<file path="src/rtl/fcs_pkg.sv">
package fcs_pkg;
    typedef enum logic [1:0] {
        CMD_RD  = 2'd0,
        CMD_WR  = 2'd1,
        CMD_ER  = 2'd2,
        CMD_BAD = 2'd3
    } fcs_cmd_e;

    localparam int unsigned CFG_AW = 3;
    localparam int unsigned CFG_DW = 32;

    localparam logic [CFG_AW-1:0] REG_THR  = 3'd0;
    localparam logic [CFG_AW-1:0] REG_LIM  = 3'd1;
    localparam logic [CFG_AW-1:0] REG_DIV0 = 3'd2;
    localparam logic [CFG_AW-1:0] REG_EBM  = 3'd4;
    localparam logic [CFG_AW-1:0] REG_STAT = 3'd5;
endpackage

</file>
<file path="src/rtl/fcs_cfg_regs.sv">
module fcs_cfg_regs
    import fcs_pkg::*;
#(
    parameter int unsigned AW   = 24,
    parameter int unsigned DIVW = 16,
    parameter int unsigned NCS  = 2
) (
    input  logic                           clk,
    input  logic                           rst_n,
    input  logic                           cfg_we,
    input  logic [CFG_AW-1:0]              cfg_addr,
    input  logic [CFG_DW-1:0]              cfg_wdata,
    output logic [AW-1:0]                  thr_o,
    output logic [AW-1:0]                  lim_o,
    output logic [NCS-1:0][2*DIVW-1:0]     div_o,
    output logic [1:0]                     ebm_o,
    output logic                           clr_done_o
);
    localparam int unsigned WW = 2 * DIVW;

    typedef struct packed {
        logic [AW-1:0]          thr;
        logic [AW-1:0]          lim;
        logic [NCS-1:0][WW-1:0] div;
        logic [1:0]             ebm;
    } cfg_t;

    cfg_t cfg_d, cfg_q;
    logic [NCS-1:0] div_hit;

    for (genvar g = 0; g < NCS; g++) begin : g_div_hit
        assign div_hit[g] = cfg_we && (cfg_addr == (REG_DIV0 + CFG_AW'(g)));
    end

    always_comb begin
        cfg_d = cfg_q;
        if (cfg_we && cfg_addr == REG_THR) cfg_d.thr = cfg_wdata[AW-1:0];
        if (cfg_we && cfg_addr == REG_LIM) cfg_d.lim = cfg_wdata[AW-1:0];
        if (cfg_we && cfg_addr == REG_EBM) cfg_d.ebm = cfg_wdata[1:0];
        for (int i = 0; i < NCS; i++) begin
            if (div_hit[i]) cfg_d.div[i] = cfg_wdata[WW-1:0];
        end
    end

    always_ff @(posedge clk) begin
        if (!rst_n) cfg_q <= '0;
        else        cfg_q <= cfg_d;
    end

    assign thr_o      = cfg_q.thr;
    assign lim_o      = cfg_q.lim;
    assign div_o      = cfg_q.div;
    assign ebm_o      = cfg_q.ebm;
    assign clr_done_o = cfg_we && (cfg_addr == REG_STAT) && cfg_wdata[0];
endmodule

</file>
<file path="src/rtl/fcs_req_check.sv">
module fcs_req_check
    import fcs_pkg::*;
#(
    parameter int unsigned AW     = 24,
    parameter int unsigned LW     = 20,
    parameter int unsigned DIVW   = 16,
    parameter int unsigned NCS    = 2,
    parameter int unsigned MAX_RW = 64
) (
    input  logic [1:0]                 cmd,
    input  logic [AW-1:0]              addr,
    input  logic [LW-1:0]              len,
    input  logic [AW-1:0]              thr,
    input  logic [AW-1:0]              lim,
    input  logic [NCS-1:0][2*DIVW-1:0] div,
    input  logic [1:0]                 ebm,
    output logic                       bad_len,
    output logic                       bad_erase,
    output logic                       bad_range,
    output logic                       cs,
    output logic [AW-1:0]              rel_addr,
    output logic [DIVW-1:0]            div_sel,
    output logic [1:0]                 ecode
);
    localparam logic [LW-1:0] ER_SMALL = LW'(4096);
    localparam logic [LW-1:0] ER_MID   = LW'(32768);
    localparam logic [LW-1:0] ER_BIG   = LW'(65536);
    localparam logic [LW-1:0] RW_MAX   = LW'(MAX_RW);

    logic [2*DIVW-1:0] word;

    always_comb begin
        bad_len   = 1'b0;
        bad_erase = 1'b0;
        ecode     = 2'd0;
        case (fcs_cmd_e'(cmd))
            CMD_RD, CMD_WR: bad_len = (len == '0) || (len > RW_MAX);
            CMD_ER: begin
                if (len == ER_SMALL)                ecode = 2'd0;
                else if (len == ER_MID && ebm[0])   ecode = 2'd1;
                else if (len == ER_BIG && ebm[1])   ecode = 2'd2;
                else                                bad_erase = 1'b1;
            end
            default: bad_len = 1'b1;
        endcase

        bad_range = addr > lim;
        cs        = addr >= thr;
        rel_addr  = cs ? (addr - thr) : addr;
        word      = div[cs];
        div_sel   = (fcs_cmd_e'(cmd) == CMD_RD) ? word[DIVW-1:0] : word[2*DIVW-1:DIVW];
    end
endmodule

</file>
<file path="src/rtl/fcs_dispatch.sv">
module fcs_dispatch
    import fcs_pkg::*;
#(
    parameter int unsigned AW     = 24,
    parameter int unsigned LW     = 20,
    parameter int unsigned DIVW   = 16,
    parameter int unsigned MAX_RW = 64
) (
    input  logic             clk,
    input  logic             rst_n,
    input  logic             cfg_we,
    input  logic [2:0]       cfg_addr,
    input  logic [31:0]      cfg_wdata,
    input  logic             req_valid,
    input  logic [1:0]       req_cmd,
    input  logic [AW-1:0]    req_addr,
    input  logic [LW-1:0]    req_len,
    input  logic             eng_done,
    output logic             disp_valid,
    output logic             disp_cs,
    output logic [1:0]       disp_cmd,
    output logic [AW-1:0]    disp_addr,
    output logic [LW-1:0]    disp_len,
    output logic [DIVW-1:0]  disp_div,
    output logic [1:0]       disp_ecode,
    output logic             err_busy,
    output logic             err_len,
    output logic             err_erase,
    output logic             err_range,
    output logic             busy,
    output logic             done_pulse,
    output logic             done_sticky
);
    localparam int unsigned NCS = 2;

    typedef struct packed {
        logic            busy;
        logic            disp_valid;
        logic            disp_cs;
        logic [1:0]      disp_cmd;
        logic [AW-1:0]   disp_addr;
        logic [LW-1:0]   disp_len;
        logic [DIVW-1:0] disp_div;
        logic [1:0]      disp_ecode;
        logic            err_busy;
        logic            err_len;
        logic            err_erase;
        logic            err_range;
        logic            done_pulse;
        logic            done_sticky;
    } st_t;

    st_t st_d, st_q;

    logic [AW-1:0]              thr_w, lim_w, rel_w;
    logic [NCS-1:0][2*DIVW-1:0] div_w;
    logic [1:0]                 ebm_w, ecode_w;
    logic                       clr_w, bad_len_w, bad_er_w, bad_rng_w, cs_w;
    logic [DIVW-1:0]            dsel_w;

    fcs_cfg_regs #(.AW(AW), .DIVW(DIVW), .NCS(NCS)) u_cfg (
        .clk        (clk),
        .rst_n      (rst_n),
        .cfg_we     (cfg_we),
        .cfg_addr   (cfg_addr),
        .cfg_wdata  (cfg_wdata),
        .thr_o      (thr_w),
        .lim_o      (lim_w),
        .div_o      (div_w),
        .ebm_o      (ebm_w),
        .clr_done_o (clr_w)
    );

    fcs_req_check #(.AW(AW), .LW(LW), .DIVW(DIVW), .NCS(NCS), .MAX_RW(MAX_RW)) u_chk_req (
        .cmd       (req_cmd),
        .addr      (req_addr),
        .len       (req_len),
        .thr       (thr_w),
        .lim       (lim_w),
        .div       (div_w),
        .ebm       (ebm_w),
        .bad_len   (bad_len_w),
        .bad_erase (bad_er_w),
        .bad_range (bad_rng_w),
        .cs        (cs_w),
        .rel_addr  (rel_w),
        .div_sel   (dsel_w),
        .ecode     (ecode_w)
    );

    always_comb begin
        st_d            = st_q;
        st_d.disp_valid = 1'b0;
        st_d.err_busy   = 1'b0;
        st_d.err_len    = 1'b0;
        st_d.err_erase  = 1'b0;
        st_d.err_range  = 1'b0;
        st_d.done_pulse = 1'b0;

        if (clr_w) st_d.done_sticky = 1'b0;
        if (st_q.busy && eng_done) begin
            st_d.busy        = 1'b0;
            st_d.done_pulse  = 1'b1;
            st_d.done_sticky = 1'b1;
        end

        if (req_valid) begin
            if (st_q.busy) begin
                st_d.err_busy = 1'b1;
            end else begin
                st_d.err_len   = bad_len_w;
                st_d.err_erase = bad_er_w;
                st_d.err_range = bad_rng_w;
                if (!bad_len_w && !bad_er_w && !bad_rng_w) begin
                    st_d.disp_valid = 1'b1;
                    st_d.busy       = 1'b1;
                    st_d.disp_cs    = cs_w;
                    st_d.disp_cmd   = req_cmd;
                    st_d.disp_addr  = rel_w;
                    st_d.disp_len   = req_len;
                    st_d.disp_div   = dsel_w;
                    st_d.disp_ecode = ecode_w;
                end
            end
        end
    end

    always_ff @(posedge clk) begin
        if (!rst_n) st_q <= '0;
        else        st_q <= st_d;
    end

    assign disp_valid  = st_q.disp_valid;
    assign disp_cs     = st_q.disp_cs;
    assign disp_cmd    = st_q.disp_cmd;
    assign disp_addr   = st_q.disp_addr;
    assign disp_len    = st_q.disp_len;
    assign disp_div    = st_q.disp_div;
    assign disp_ecode  = st_q.disp_ecode;
    assign err_busy    = st_q.err_busy;
    assign err_len     = st_q.err_len;
    assign err_erase   = st_q.err_erase;
    assign err_range   = st_q.err_range;
    assign busy        = st_q.busy;
    assign done_pulse  = st_q.done_pulse;
    assign done_sticky = st_q.done_sticky;
endmodule

</file>
<file path="config.mk">
export PLATFORM = sky130hd
export DESIGN_NAME = fcs_dispatch
export DESIGN_NICKNAME = d
export VERILOG_FILES = /design/src/rtl/fcs_pkg.sv /design/src/rtl/fcs_cfg_regs.sv /design/src/rtl/fcs_req_check.sv /design/src/rtl/fcs_dispatch.sv
export SDC_FILE = /design/constraint.sdc
export NUM_CORES = 1
export LEC_CHECK = 0
export BUFFER_PORTS_ARGS = -buffer_cell sky130_fd_sc_hd__buf_2
export CAP_MARGIN = 15
export CORE_ASPECT_RATIO = 0.6
export CORE_MARGIN = 2
export CORE_UTILIZATION = 50
export CTS_BUF_LIST = sky130_fd_sc_hd__clkbuf_4
export CTS_CLUSTER_SIZE = 28
export DETAILED_ROUTE_END_ITERATION = 16
export PLACE_DENSITY = 0.72
export SLEW_MARGIN = 20
export SYNTH_ARGS = -nofsm -noshare
export SYNTH_HDL_FRONTEND = slang
export SYNTH_SLANG_ARGS = --single-unit
</file>
<file path="constraint.sdc">
create_clock -name clk -period 3.13 [get_ports clk]
set_input_delay 0.1565 -clock clk [delete_from_list [all_inputs] [get_ports clk]]
set_output_delay 0.1565 -clock clk [all_outputs]
set_load 0.005 [all_outputs]
</file>
# == Word level (Yosys, flattened, before mapping) ==
# Cells that the tools add are included.
# totals
out_inout_bits,73
word_cells,82
in_bits,86
ff_bits,187
# op_classes
n_reduce_logical,24
bitwise,3
n_addsub,1
eq_ne,10
n_mux,21
magnitude_cmp,4
# ops
op,count
67-bit 2-to-1 mux,2
71-bit 2-to-1 mux,1
32-bit 2-to-1 mux,2
24-bit greater-or-equal comparator,1
24-bit greater-than comparator,1
24-bit 2-to-1 mux,1
24-bit subtractor,1
"20-bit by 13-bit == test with 1-bit output, second input constant",1
"20-bit by 16-bit == test with 1-bit output, second input constant",1
"20-bit by 17-bit == test with 1-bit output, second input constant",1
"20-bit by 7-bit greater-than comparator with 1-bit output, second input constant",1
20-bit zero test,1
16-bit 2-to-1 mux,1
1-bit logical AND,12
2-bit 2-to-1 mux,5
1-bit 2-to-1 mux,7
"3-bit by 2-bit == test with 1-bit output, second input constant",2
"3-bit == test, second input constant",2
"3-bit by 1-bit == test with 1-bit output, second input constant",1
1-bit zero test,3
3-bit zero test,1
3-bit 2-to-1 mux,1
1-bit inverter,3
3-bit AND reduction,1
10 further kinds,10

# == Depth between registers and ports, before layout ==
# depth
ltp_word,12
depth_mapped,14
mapped_depth_nobuf,12

# == By module ==
# From an unflattened synthesis, not the netlist that was laid out.
# hier_totals
cells_unflattened,1098
hier_area_um2,9825.7
# by_module_without_submodules
mod,cells_each,instances,area_each_um2,seq_area_each_um2
fcs_cfg_regs,410,1,4247.8,2282.2
fcs_dispatch,304,1,2842.7,1461.4
fcs_req_check,384,1,2735.1,0.0

# == Least setup slack after synthesis ==
# Ideal clock, no wire load.
# synth_timing
kind,reg-to-reg
startpoint,reg u_cfg.cfg_q (netlist bit u_cfg.thr_o[9])
endpoint,reg st_q (netlist bit disp_div[10])
path_buffers,2
stages_incl_launch_ff,14
arrival_ns,2.499
slack_ns,0.558
required_time_ns,3.057
synth_period_minus_slack_ns,2.572
setup_ns,0.073
path_cell_list,dfxtp_1 -> inv_1 -> ha_1 -> buf_6 -> a2111oi_2 -> o21ai_1 -> o21ai_1 -> o21ai_2 -> a21oi_2 -> nand3_1 -> a21oi_2 -> buf_2 -> mux2_2 -> o22ai_2
# synth_via
elab_chain_len,4
# synth_lines
element,line,source
start: declaration,fcs_cfg_regs.sv:28,"cfg_t cfg_d, cfg_q;"
start signal: assignment,fcs_cfg_regs.sv:47,else cfg_q <= cfg_d;
24-bit greater-or-equal comparator,fcs_req_check.sv:48,cs = addr >= thr;
32-bit 2-to-1 mux (not written as such) (2 in series),fcs_req_check.sv:50,word = div[cs];
16-bit 2-to-1 mux,fcs_req_check.sv:51,div_sel = (fcs_cmd_e'(cmd) == CMD_RD) ? word[DIVW-1:0] : word[2*DIVW-1:DIVW];
end signal: assignment,fcs_dispatch.sv:130,else st_q <= st_d;
end: declaration,fcs_dispatch.sv:53,"st_t st_d, st_q;"
# Every way passes these cells. The select of a mux whose other input is x is not followed.
# A chain may end at the register's enable or synchronous reset.

# == Worst setup path after layout ==
# layout_timing
startpoint,reg u_cfg.cfg_q (netlist bit u_cfg.thr_o[0])
endpoint,reg st_q (netlist bit disp_addr[19])
# layout_via
elab_chain_len,2
elab_cells_between_ends,3
classes_between,1 x add/sub; 1 x order compare; 1 x mux
# layout_lines
element,line,source
24-bit subtractor or 24-bit greater-or-equal comparator (tied branches),"fcs_req_check.sv:49, fcs_req_check.sv:48",
24-bit 2-to-1 mux *,fcs_req_check.sv:49,rel_addr = cs ? (addr - thr) : addr;
# Mark *: on every way between the ends. The rest lies on a longest branch, timed or not.

==> results.py <==
metrics = {
    "sta": {
        "finalCritPeriodShare": 0.9472,
        "fmax_mhz": 337.3,
        "hold_slack_ps": 41.81,
        "finalSetupTns_ps": 0,
        "finalHoldViolations": 0,
        "setup_violations": 0,
        "maxSlewHeadroom": 0.3687,
        "finalCriticalPeriod_ps": 2965,
        "final_max_slew_viol_count": 0,
        "worst_slew_pin_slew_ps": 947.0,
        "finalWorstSetupSlack_ps": 165.4,
        "fin_skew_ps": 18.82,
    },
    "drt": {
        "wl_per_cell_um": 15.93,
        "first_iter_violations": 629,
        "dr.pass1.iters": 5,
        "finalWirelength_mm": 25.22,
        "final_antenna_net_count": 0,
        "drc": 0,
        "vias_per_cell": 5.345,
        "vias": 8461,
    },
    "layout": {
        "seqCellArea_mm2": 0.003744,
        "antenna_cells": 0,
        "final_net_count": 1459,
        "stdcell_area_mm2": 0.01159,
        "area_delta_synth_final_pct": 20.58,
        "multiInputGateArea_mm2": 0.005335,
        "nFillCells": 1688,
        "final_cells": 1583,
        "drive_gt1_frac": 0.1967,
    },
    "pwr": {
        "p_leak_nw": 4.480,
        "power_density_mw_per_mm2": 398.9,
        "vdd_drop_max_uv": 303.0,
    },
    "placed_design": {
        "dp.cells": 1480,
        "io_buffer_count": 158,
        "post-place-ws_ps": 92.19,
        "placed_area_mm2": 0.01056,
        "gp_congestion": 0.8676,
        "hpwl_mm": 18.14,
    },
    "grt": {
        "met2_usage": 0.3669,
        "grt_pass1_vias": 7741,
        "grt.overflow.total": 0,
        "antenna_found_initial": 0,
        "track_usage": 0.2478,
        "gr-usage-met1": 0.3714,
        "grt-busiest-layer": "met1",
        "grt_max_degree": 79,
        "grt_pass1_wl_mm": 40.41,
        "use_met3": 0.05496,
    },
    "worst_setup_path": {
        "cp-start-kind": "register",
        "worst-path-max-fanout": 34,
        "regToRegSetupSlack_ps": 170,
        "worstSetupPathType": "reg2reg",
        "end_kind": "register",
        "worstPathRequired_ps": 3670,
        "crit_arrival_ps": 3500,
    },
    "die": {
        "fp-row-count": 39,
        "core_area_mm2": 0.01893,
        "start_util": 0.5077,
        "die_x_um": 183.0,
        "die_height_um": 111.4,
        "ioPinCount": 159,
        "die_area_mm2": 0.02039,
    },
    "run": {
        "drv_cap": 0,
    },
    "clock_tree": {
        "cts_buffers": 17,
        "clock-root-buffer": "clkbuf_4",
        "htree_levels": 4,
        "insertion_delay_ps": 600,
        "clkSlewWorstSetupHoldPaths_ps": 160,
        "postCtsSetupBuffers": 0,
        "cts_buffer_depth": 2,
        "tritoncts": "done",
        "cts.sink_count": 187,
    },
    "synthesis": {
        "ys_ff_latch": 187,
        "synth_cells": 1128,
        "synth-simple-area-share": 0.1876,
        "muxShareOfSynthArea": 0.08655,
        "synth.cell_area_mm2": 0.009613,
        "yosysSeqAreaShare": 0.3894,
        "syn_area_per_cell_um2": 8.522,
        "synth_compound_area_frac": 0.1974,
        "synth-async-reset-ratio": 0,
        "synth_top_family_by_area": "compound AO/OA/AOI/OAI gates",
        "dominantRegCellSynth": "dfxtp_1",
        "synth-xor-area-share": 0.01549,
        "synth_cell_types": 60,
        "synth_edf_count": 0,
        "synth_fa_ha_area_frac": 0.06456,
        "synth.net_count": 1263,
        "yosysWarnings": 0,
    },
    "run_status": {
        "outcome": "finished, final reports clean",
    },
    "worst_hold_path": {
        "hold_path.class": "in2reg",
    },
}
-- logic make-up after synthesis --
| family | after synthesis |
|---|---|
| multiplexers | 81 |
| buffers and inverters | 127 |
| AND/OR/NAND/NOR | 402 |
| AO/OA/AOI/OAI | 265 |
| XOR/XNOR | 17 |
| flip-flops | 187 |
| adder cells (fa/ha/maj) | 49 |
-- cells in the mapped netlist (4+ instances only) --
cell type	number	area [µm²]
a21boi_0	114	855.8
a21o_1	9	67.56
a21oi_1	30	150.1
a21oi_2	11	96.34
a31oi_1	13	81.33
and2_1	11	68.82
and3_1	14	87.58
buf_2	5	25.02
buf_4	4	30.03
buf_6	7	78.83
clkbuf_1	52	195.2
dfxtp_1	187	3744
ha_1	48	600.6
inv_1	58	217.7
mux2_2	17	191.4
mux2i_1	64	640.6
nand2_1	268	1006
nand2b_1	8	50.05
nand3_1	13	65.06
nand4_1	11	68.82
nor2_1	21	78.83
nor2b_1	24	150.1
nor3_1	8	40.04
nor4_1	7	43.79
o21a_1	7	52.55
o21ai_0	25	125.1
o21ai_1	12	60.06
o22ai_1	9	56.30
o22ai_2	9	112.6
xnor2_1	11	96.34
xor2_1	6	52.55
-- state kept, by name, summed over array words and instances, names as in the netlist --
name	count
err_len	1
disp_len	20
disp_valid	1
u_cfg.div_o	64
done_sticky	1
disp_ecode	2
disp_div	16
err_busy	1
u_cfg.thr_o	24
disp_cmd	2
err_range	1
disp_addr	24
u_cfg.lim_o	24
busy	1
err_erase	1
u_cfg.ebm_o	2
done_pulse	1
disp_cs	1
-- stage by stage --
step | power [W] | util
after floorplan | 0.002945 | -
after global placement | 0.003159 | 0.5576
after detailed placement | 0.003169 | 0.5576
after CTS | 0.004652 | 0.6116
after global routing | 0.004839 | 0.6122
final | 0.004624 | 0.6122
-- cell type report --
type / instances / share of cell area
Clock inverter: 15 / 0.01576
Inverter: 58 / 0.01878
Tap cell: 246 / 0.02655
Timing Repair Buffer: 246 / 0.1446
Clock buffer: 17 / 0.01101
Multi-Input combinational cell: 814 / 0.4603
Sequential cell: 187 / 0.3230
-- routing by layer --
metal  routed length (µm)  vias up  share of wire
met4                  215        0         0.0085
met5                    0        -              0
met3                 1794       21          0.071
met1                12600     3927           0.50
li1                     -     4245              -
met2                10610      268           0.42
-- placed cells by master, fill, tap and decap left out, types with 5 or more instances in the layout --
cell and n:
a21boi_0 114, dfxtp_1 187, a21o_1 9, mux2i_1 64
o21ai_0 25, nand3_1 13, inv_1 58, nor2b_1 24
nand4_1 11, nor2_1 19, nand2b_1 8, buf_4 14
o22ai_1 9, a31oi_1 13, a21oi_1 30, clkinv_4 5
and2_1 11, ha_1 48, o22ai_2 9, clkbuf_4 17
nor4_1 7, xnor2_1 11, xor2_1 6, mux2_2 17
a21oi_2 10, dlygate4sd3_1 71, nor3_1 7, and3_1 14
o21a_1 7, buf_2 157, o21ai_1 12, nand2_1 268
-- what timing repair did --
action | in CTS | in global routing
hold buffers | 71 | 0
gates resized for setup | 0 | 3
setup endpoints to repair | 0 | 19
hold endpoints to repair | 157 | 0
-- final timing paths --
check	from	end	cells after the start
worst max-delay path	u_cfg.thr_o[0]	disp_addr[19]	12
worst min-delay path	cfg_addr[2]	done_sticky	5
worst max register to register	u_cfg.thr_o[0]	disp_addr[19]	12
worst min register to register	disp_len[17]	disp_len[17]	1
-- power breakdown --
| part | internal [W] | total [W] | switching, W | leakage (nW) |
|---|---|---|---|---|
| combinational | 0.000343 | 0.000750 | 0.000407 | 2.80 |
| clock | 0.000505 | 0.00143 | 0.000921 | 0.163 |
| sequential | 0.00243 | 0.00245 | 0.0000221 | 1.51 |
-- critical path: stages, from the launching register on --
cell     delay (ps)
dfxtp_1         350
ha_1            200
fa_1            410
nor2b_1         180
o31a_1          190
nor3_1           70
o21ai_2         240
a21oi_2         120
nand3_1         150
a21oi_4          90
buf_8           220
or4_1           530
a31oi_1         160
(Power assumes the default switching activity.)
